==> config.mk <==
export PLATFORM = sky130hd
export DESIGN_NAME = uart_evt_id
export DESIGN_NICKNAME = d
export VERILOG_FILES = /design/src/rtl/uart_evt_pkg.sv /design/src/rtl/uart_evt_flag.sv /design/src/rtl/uart_evt_prio.sv /design/src/rtl/uart_evt_id.sv
export SDC_FILE = /design/constraint.sdc
export NUM_CORES = 1
export LEC_CHECK = 0
export BUFFER_PORTS_ARGS = -buffer_cell sky130_fd_sc_hd__buf_2
export CAP_MARGIN = 20
export CELL_PAD_IN_SITES_DETAIL_PLACEMENT = 1
export CELL_PAD_IN_SITES_GLOBAL_PLACEMENT = 1
export CORE_MARGIN = 5
export CORE_UTILIZATION = 28
export CTS_CLUSTER_SIZE = 20
export DETAILED_ROUTE_END_ITERATION = 7
export MAX_ROUTING_LAYER = met4
export PLACE_DENSITY = 0.83
export SYNTH_ARGS = -nofsm -noshare
export SYNTH_HDL_FRONTEND = slang
export SYNTH_HIERARCHICAL = 1
export SYNTH_SLANG_ARGS = --single-unit
==> constraint.sdc <==
create_clock -name clk -period 1.4 [get_ports clk]
set_input_delay 0.21 -clock clk [delete_from_list [all_inputs] [get_ports clk]]
set_output_delay 0.21 -clock clk [all_outputs]
set_load 0.02 [all_outputs]
==> src/rtl/uart_evt_pkg.sv <==
package uart_evt_pkg;
   localparam int NSRC    = 7;
   localparam int SRC_RXL = 0;
   localparam int SRC_RXT = 1;
   localparam int SRC_TXL = 2;
   localparam int SRC_LS  = 3;
   localparam int SRC_MS  = 4;
   localparam int SRC_DMA = 5;
   localparam int SRC_TXE = 6;

   localparam logic [3:0] CODE_LS   = 4'b0110;
   localparam logic [3:0] CODE_RXL  = 4'b0100;
   localparam logic [3:0] CODE_RXT  = 4'b1100;
   localparam logic [3:0] CODE_TXL  = 4'b0010;
   localparam logic [3:0] CODE_MS   = 4'b0000;
   localparam logic [3:0] CODE_NONE = 4'b0001;
endpackage

==> src/rtl/uart_evt_flag.sv <==
module uart_evt_flag #(
   parameter bit RST_VAL = 1'b0
) (
   input  logic clk,
   input  logic rst_n,
   input  logic set,
   input  logic clr,
   output logic q
);
   always_ff @(posedge clk) begin
      if (!rst_n)   q <= RST_VAL;
      else if (set) q <= 1'b1;     // event beats acknowledge
      else if (clr) q <= 1'b0;
   end
endmodule

==> src/rtl/uart_evt_prio.sv <==
module uart_evt_prio
   import uart_evt_pkg::*;
(
   input  logic [NSRC-1:0] pend,
   input  logic [3:0]      en,
   output logic [3:0]      code,
   output logic            hit
);
   always_comb begin
      hit  = 1'b1;
      if (pend[SRC_LS] && en[2])       code = CODE_LS;
      else if (pend[SRC_RXL] && en[0]) code = CODE_RXL;
      else if (pend[SRC_RXT] && en[0]) code = CODE_RXT;
      else if (pend[SRC_TXL] && en[1]) code = CODE_TXL;
      else if (pend[SRC_MS] && en[3])  code = CODE_MS;
      else begin
         code = CODE_NONE;
         hit  = 1'b0;
      end
   end
endmodule

==> src/rtl/uart_evt_id.sv <==
module uart_evt_id
   import uart_evt_pkg::*;
#(
   parameter int              DW       = 8,
   parameter logic [NSRC-1:0] RST_PEND = (NSRC'(1) << SRC_TXL) | (NSRC'(1) << SRC_TXE)
) (
   input  logic          clk,
   input  logic          rst_n,
   input  logic          ext_mode,
   input  logic          dma_8237,
   input  logic          en_wr,
   input  logic [DW-1:0] en_wdata,
   output logic [DW-1:0] en_rdata,
   input  logic          id_rd,
   output logic [DW-1:0] id_rdata,
   input  logic          rx_rd,
   input  logic          thr_wr,
   input  logic          lsr_rd,
   input  logic          msr_rd,
   input  logic          dma_ack,
   input  logic          ev_rx_lvl,
   input  logic          ev_rx_tmo,
   input  logic          ev_tx_low,
   input  logic          ev_line,
   input  logic          ev_modem,
   input  logic          ev_dma,
   input  logic          ev_tx_empty,
   output logic          irq
);
   localparam int EW = 4;
   localparam int XW = 8;

   if (DW < XW) begin : g_bad_dw
      $error("uart_evt_id: DW must be at least 8");
   end

   logic [EW-1:0]   en_q;
   logic [NSRC-1:0] pend_q, set_v, clr_v;
   logic [3:0]      code;
   logic            hit;
   logic [XW-1:0]   ext_v, leg_v;

   always_ff @(posedge clk) begin
      if (!rst_n)     en_q <= '0;
      else if (en_wr) en_q <= en_wdata[EW-1:0];
   end

   assign set_v = {ev_tx_empty, ev_dma, ev_modem, ev_line, ev_tx_low, ev_rx_tmo, ev_rx_lvl};

   always_comb begin
      clr_v          = '0;
      clr_v[SRC_RXL] = rx_rd;
      clr_v[SRC_RXT] = rx_rd;
      clr_v[SRC_TXL] = thr_wr | (id_rd & ~ext_mode & (code == CODE_TXL));
      clr_v[SRC_LS]  = lsr_rd;
      clr_v[SRC_MS]  = msr_rd;
      clr_v[SRC_DMA] = dma_ack | (id_rd & ext_mode & dma_8237);
      clr_v[SRC_TXE] = thr_wr;
   end

   for (genvar i = 0; i < NSRC; i++) begin : g_flag
      uart_evt_flag #(.RST_VAL(RST_PEND[i])) u_flag (
         .clk  (clk),
         .rst_n(rst_n),
         .set  (set_v[i]),
         .clr  (clr_v[i]),
         .q    (pend_q[i])
      );
   end

   uart_evt_prio u_prio (
      .pend(pend_q),
      .en  (en_q),
      .code(code),
      .hit (hit)
   );

   assign ext_v = {2'b00, pend_q[SRC_TXE], pend_q[SRC_DMA], pend_q[SRC_MS],
                   pend_q[SRC_LS], pend_q[SRC_TXL], pend_q[SRC_RXL] | pend_q[SRC_RXT]};
   assign leg_v = {4'b0000, code};

   if (DW > XW) begin : g_pad
      assign id_rdata = {{(DW-XW){1'b0}}, ext_mode ? ext_v : leg_v};
   end else begin : g_nopad
      assign id_rdata = ext_mode ? ext_v : leg_v;
   end

   assign en_rdata = {{(DW-EW){1'b0}}, en_q};
   assign irq      = hit;
endmodule

Word-level counts from Yosys, hierarchy flattened
Index checks and enable logic that the tools add are counted.
{"block": "classes", "n_mul": 0, "mux": 20, "div_mod_pow": 0, "reduce_logical": 12, "eq_ne": 1, "n_shift": 0, "addsub": 0, "order_cmp": 0, "n_bitwise": 9}
{"cell": "$mux 4", "n": 4}
{"cell": "$mux 1", "n": 15}
{"cell": "$reduce_bool 2->1", "n": 5}
{"cell": "$mux 6", "n": 1}
{"cell": "$logic_and 1x1->1", "n": 5}
{"cell": "$and 1x1->1", "n": 4}
{"cell": "$eq 4x2->1 const B", "n": 1}
{"cell": "$reduce_or 2->1", "n": 2}
{"cell": "$or 1x1->1", "n": 3}
{"cell": "$not 1->1", "n": 2}
{"block": "word_totals", "mem_count": 0, "output_inout_bits": 17, "elab_cells": 50, "mem_bits_rw": 0, "input_bits": 26, "latch_bits": 0, "regBits": 11, "romBits": 0}

Depth between registers and ports, before layout
{"block": "logic_depth", "word_depth": 9, "ltp_mapped": 6, "ltp_nobuf": 6}

Modules after synthesis
Netlist, hierarchy kept.
{"mod": "uart_evt_id", "n_inst": 1, "cells_each": 33, "seq_area_each_um2": 80.1, "area_each_um2": 301.5}
{"mod": "uart_evt_flag (g_flag[0].u_flag ...)", "n_inst": 5, "cells_each": 3, "seq_area_each_um2": 20.0, "area_each_um2": 41.3}
{"mod": "uart_evt_flag (g_flag[2].u_flag ...)", "n_inst": 2, "cells_each": 3, "seq_area_each_um2": 20.0, "area_each_um2": 33.8}
{"mod": "uart_evt_prio", "n_inst": 1, "cells_each": 8, "seq_area_each_um2": 0.0, "area_each_um2": 55.1}

Worst setup path before layout
OpenSTA, ideal clock, no wires.
{"block": "synth_timing", "path_kind": "register to register", "startpoint": "register en_q[0]", "endpoint": "register g_flag[2].u_flag.q", "required_ns": 1.338, "setup_time_ns": 0.062, "synth_period_minus_slack_ns": 1.362, "n_path_buf": 0, "path_stages_with_launch": 7, "t_arrival_ns": 1.300, "slack_ns": 0.038, "cell_sequence": "dfxtp_1 > o21ai_2 > a32o_1 > nor4bb_1 > a21o_1 > nand2b_1 > nand3b_1"}
{"block": "synth_via", "elab_chain_cells": 7, "elab_cells_between_ends": 8, "cone_classes": "eq/ne (1); mux (3); bitwise (2); reduce/logical (2)"}
{"item": "start: declaration", "line": "uart_evt_id.sv:37", "source": "logic [EW-1:0] en_q;"}
{"item": "start signal: assignment", "line": "uart_evt_id.sv:45", "source": "else if (en_wr) en_q <= en_wdata[EW-1:0];"}
{"item": "$logic_and 1x1->1", "line": "uart_evt_prio.sv:13", "source": "else if (pend[SRC_RXT] && en[0]) code = CODE_RXT;"}
{"item": "$mux 4", "line": "uart_evt_prio.sv:13"}
{"item": "$mux 4 *", "line": "uart_evt_prio.sv:12", "source": "else if (pend[SRC_RXL] && en[0]) code = CODE_RXL;"}
{"item": "$mux 4 *", "line": "uart_evt_prio.sv:11", "source": "if (pend[SRC_LS] && en[2]) code = CODE_LS;"}
{"item": "named net code[1]", "line": "uart_evt_id.sv:39", "source": "logic [3:0] code;"}
{"item": "$eq 4x2->1 *", "line": "uart_evt_id.sv:54", "source": "clr_v[SRC_TXL] = thr_wr | (id_rd & ~ext_mode & (code == CODE_TXL));"}
{"item": "$and 1x1->1 *", "line": "uart_evt_id.sv:54"}
{"item": "$or 1x1->1 *", "line": "uart_evt_id.sv:54"}
{"item": "named net clr_v[2]", "line": "uart_evt_id.sv:38", "source": "logic [NSRC-1:0] pend_q, set_v, clr_v;"}
{"item": "end signal: assignment", "line": "uart_evt_flag.sv:11", "source": "if (!rst_n) q <= RST_VAL;"}
{"item": "end signal: assignment", "line": "uart_evt_flag.sv:12", "source": "else if (set) q <= 1'b1;"}
{"item": "end signal: assignment", "line": "uart_evt_flag.sv:13", "source": "else if (clr) q <= 1'b0;"}
{"item": "end: declaration", "line": "uart_evt_flag.sv:8", "source": "output logic q"}
The timed path passes the listed nets; every way through them passes the cells marked *.
A chain may end at the register's enable or synchronous reset.

Worst setup path after layout
{"block": "layout_timing", "startpoint": "register g_flag[1].u_flag.q", "endpoint": "output port id_rdata[1]"}
{"block": "layout_via", "elab_chain_cells": 5}
{"item": "start: declaration", "line": "uart_evt_flag.sv:8"}
{"item": "start signal: assignment", "line": "uart_evt_flag.sv:11"}
{"item": "start signal: assignment", "line": "uart_evt_flag.sv:12"}
{"item": "start signal: assignment", "line": "uart_evt_flag.sv:13"}
{"item": "$logic_and 1x1->1", "line": "uart_evt_prio.sv:13"}
{"item": "$mux 4", "line": "uart_evt_prio.sv:13"}
{"item": "$mux 4", "line": "uart_evt_prio.sv:12"}
{"item": "$mux 4", "line": "uart_evt_prio.sv:11"}
{"item": "named net code[1]", "line": "uart_evt_id.sv:39"}
{"item": "$mux 6", "line": "uart_evt_id.sv:85", "source": "assign id_rdata = ext_mode ? ext_v : leg_v;"}
{"item": "end: declaration", "line": "uart_evt_id.sv:15", "source": "output logic [DW-1:0] id_rdata,"}
The timed path passes the listed nets, and every way through them passes these cells.

==> reports/metrics.csv <==
stage;metric;value;unit
run;number of maximum-capacitance violations;0;
setup_path;Critical Setup Path Class;register to primary output;
grt;first-pass GRT wire length;2990;um
synth;largest cells by area after synthesis;sky130_fd_sc_hd__dfxtp_1 35%, sky130_fd_sc_hd__nor2b_4 11%, sky130_fd_sc_hd__buf_4 7.1%;
synth;share of synthesized area occupied by flip-flops and latches;0.349;
grt;most heavily used metal layer in global routing;met2;
die;Initial Utilization;0.288;
route;post-route ant nets;0;
route;first-pass iteration count of the detailed router;3;
die;core box area;2190;um^2
timing;accumulated negative setup slack;-0.698;ns
placement;GP Congestion;0.764;
pwr;total power per unit cell area;848;nW/um^2
clock_tree;number of buffers on the longest clock path;2;
grt;pin count of the biggest net entering global routing;12;
timing;Hold Violations, Final;0;
timing;part of the cycle the worst path needs;1.13;
die;Die Area;3300;um^2
finish;layout cells sized above 1;0.660;
route;via/cell ratio;4.49;
placement;pre-CTS WS;0.0155;ns
finish;Total Nets Final;133;
timing;WHS;0.123;ns
pwr;highest ir drop seen on vdd;0.000345;V
finish;Layout Area Growth over Synthesis;54.0;%
timing;RSZ-0062 raised after global routing;true;
setup_path;Worst R2R Path Depth;7;
setup_path;critical path startpoint category;register;
timing;worst-case clock skew;0.000968;ns
clock_tree;CTS Buf Count;3;
setup_path;maximum fanout along the worst path;4;
synth;share of Yosys cell area claimed by the top area cell type;0.349;
setup_path;Worst EP required;1.19;ns
timing;highest clock rate;0.633;GHz
outcome;result of the run;complete, but fails checks;
die;site row count;17;
clock_tree;H-tree levels;1;
timing;final setup vio count;5;
clock_tree;TritonCTS clock tree;done;
synth;synthesis-stage register bit count;11;
grt;met1 track utilization from global routing;0.120;
min_path;Hold/Removal Path Class;input port to register;
route;number of DRC violations after detailed-routing iteration 0;8;
min_path;Hold Startpoint;ev_tx_low;
clock_tree;Clock transition at path regs;0.07;ns
clock_tree;library cell used as clock root buffer;sky130_fd_sc_hd__clkbuf_4;
setup_path;beginning of the critical path;g_flag[1].u_flag/q;
min_path;number of cells on the worst hold path;2;
grt;met3 track utilization from global routing;0.0362;
synth;number of warnings printed during yosys synthesis;6;
synth;most area-hungry cell type in the Yosys netlist;sky130_fd_sc_hd__dfxtp_1;
setup_path;endpoint kind of the worst setup timing path;primary output;
grt;remaining global-route overflow;0;
synth;Unique masters post-synth;25;
grt;antenna violations before repair;0;
route;overall via count from detail_route;602;
pwr;Design Power;0.000823;W
finish;final design utilization;0.443;
synth;per-instance average area after synthesis;10.2;um^2
route;WL final;1860;um
synth;Post-Syn Instances;62;
timing;min cycle time layout;1.58;ns
clock_tree;clock latency of the later-clocked register in the worst-skew pair;0.28;ns
route;routed wirelength normalized by instance count;13.9;um
timing;final worst slack;-0.180;ns
placement;detailed-placement wirelength estimate;1370;um
grt;aggregate global-route resource usage;0.120;
route;DRC violation count after routing;0;
die;die width;57.5;um
die;Die Height;57.5;um
setup_path;Arr. time, crit path;1.37;ns
finish;number of fill cells;266;
synth;post-synthesis cell area;631;um^2
finish;ANT cells;0;
grt;M2 GR Usage;0.215;
clock_tree;number of sinks handled by clock tree synthesis;11;
timing;count of pins over their slew limit;0;
pwr;leakage power summed over all cells;0.486;nW
outcome;violated checks;setup timing;
placement;number of port buffers;32;
die;number of placed I/O pins;43;
setup_path;R2R Path Start;g_flag[1].u_flag/q;
grt;vias in the first global route;643;
[report_power, final]
part	leakage (nW)	switching, W	internal [W]	total (W)
clock network	0.0150	0.000115	0.000111	0.000226
registers	0.0946	0.0000214	0.000331	0.000352
logic	0.377	0.000114	0.000131	0.000245
total	0.486	0.000250	0.000573	0.000823
[layout make-up]
cell class	instances	area, um^2	share of cell area
sequential	11	239	0.246
tap	28	35.0	0.0361
timing repair buffer	43	272	0.280
multi-input combinational	48	399	0.411
clock buffer	4	26.3	0.0271
[routing by layer]
| layer | vias up | routed length [um] |
|---|---|---|
| met3 | 3 | 122 |
| met2 | 21 | 1020 |
| met4 | 0 | 28 |
| li1 | 290 | - |
| met1 | 288 | 683 |
| met5 | - | 0 |
[cell usage in the layout (no fill, tap or decap), types with 3 or more instances in the layout]
cell type and instances:
sky130_fd_sc_hd__buf_2 28, sky130_fd_sc_hd__buf_4 10, sky130_fd_sc_hd__buf_6 5, sky130_fd_sc_hd__clkbuf_4 3, sky130_fd_sc_hd__conb_1 6, sky130_fd_sc_hd__dfxtp_1 4
sky130_fd_sc_hd__dfxtp_2 3, sky130_fd_sc_hd__dfxtp_4 4, sky130_fd_sc_hd__mux2i_1 4, sky130_fd_sc_hd__nor2b_1 4, sky130_fd_sc_hd__nor2b_4 5, sky130_fd_sc_hd__o21a_1 5
[per-stage QoR]
| step | area (um^2) | std cells |
|---|---|---|
| after CTS | 907 | 130 |
| after detailed placement | 798 | 121 |
| after floorplan | 649 | 67 |
| final | 971 | 134 |
| after global placement | 798 | 121 |
| after global routing | 971 | 134 |
[cell families after synthesis]
group / after synthesis / share of synthesized area
AO/OA/AOI/OAI: 11 / 0.135
buffers and inverters: 8 / 0.0972
flip-flops: 11 / 0.349
multiplexers: 7 / 0.117
other: 1 / 0.00595
AND/OR/NAND/NOR: 24 / 0.296
[synth_stat cells]
| master | number |
|---|---|
| sky130_fd_sc_hd__nand2_1 | 2 |
| sky130_fd_sc_hd__mux2i_1 | 4 |
| sky130_fd_sc_hd__mux2_2 | 3 |
| sky130_fd_sc_hd__a21o_1 | 1 |
| sky130_fd_sc_hd__nand3_1 | 1 |
| sky130_fd_sc_hd__a21oi_1 | 1 |
| sky130_fd_sc_hd__and3_1 | 1 |
| sky130_fd_sc_hd__a32o_1 | 1 |
| sky130_fd_sc_hd__nor2b_4 | 5 |
| sky130_fd_sc_hd__nor4bb_1 | 1 |
| sky130_fd_sc_hd__buf_6 | 1 |
| sky130_fd_sc_hd__nand2b_1 | 2 |
| sky130_fd_sc_hd__o21a_1 | 5 |
| sky130_fd_sc_hd__nor2b_1 | 4 |
| sky130_fd_sc_hd__conb_1 | 1 |
| sky130_fd_sc_hd__clkbuf_2 | 1 |
| sky130_fd_sc_hd__nand3b_1 | 2 |
| sky130_fd_sc_hd__a22oi_1 | 1 |
| sky130_fd_sc_hd__a31o_2 | 1 |
| sky130_fd_sc_hd__and2_2 | 2 |
| sky130_fd_sc_hd__dfxtp_1 | 11 |
| sky130_fd_sc_hd__buf_4 | 6 |
| sky130_fd_sc_hd__nor2_1 | 3 |
| sky130_fd_sc_hd__o21ai_2 | 1 |
| sky130_fd_sc_hd__and4b_1 | 1 |
[final timing paths]
| path | end | slack (ns) |
|---|---|---|
| hold reg to reg | g_flag[6].u_flag/q | 0.51 |
| setup / recovery | id_rdata[1] | -0.18 |
| hold / removal | g_flag[2].u_flag/q | 0.12 |
| setup reg to reg | g_flag[2].u_flag/q | -0.09 |
[sequential cells by signal (all words and copies together), names as in the netlist]
signal and cells:
en_q 4, g_flag.u_flag/q 7
[timing repair]
| item | in CTS | in global routing |
|---|---|---|
| hold buffers | 0 | 0 |
| hold endpoints to repair | 0 | 0 |
| setup endpoints to repair | 5 | 5 |
| pin swaps | 4 | 2 |
| buffers inserted | 5 | 4 |
| resized for setup | 17 | 11 |
[worst max-delay path, cell delays in order (launching register included)]
cell                      delay (ns)
sky130_fd_sc_hd__dfxtp_2        0.36
sky130_fd_sc_hd__o21ai_4        0.08
sky130_fd_sc_hd__a32o_2         0.25
sky130_fd_sc_hd__mux2_4         0.27
sky130_fd_sc_hd__buf_6          0.13
Note: power is estimated with default switching activity, not from simulation.
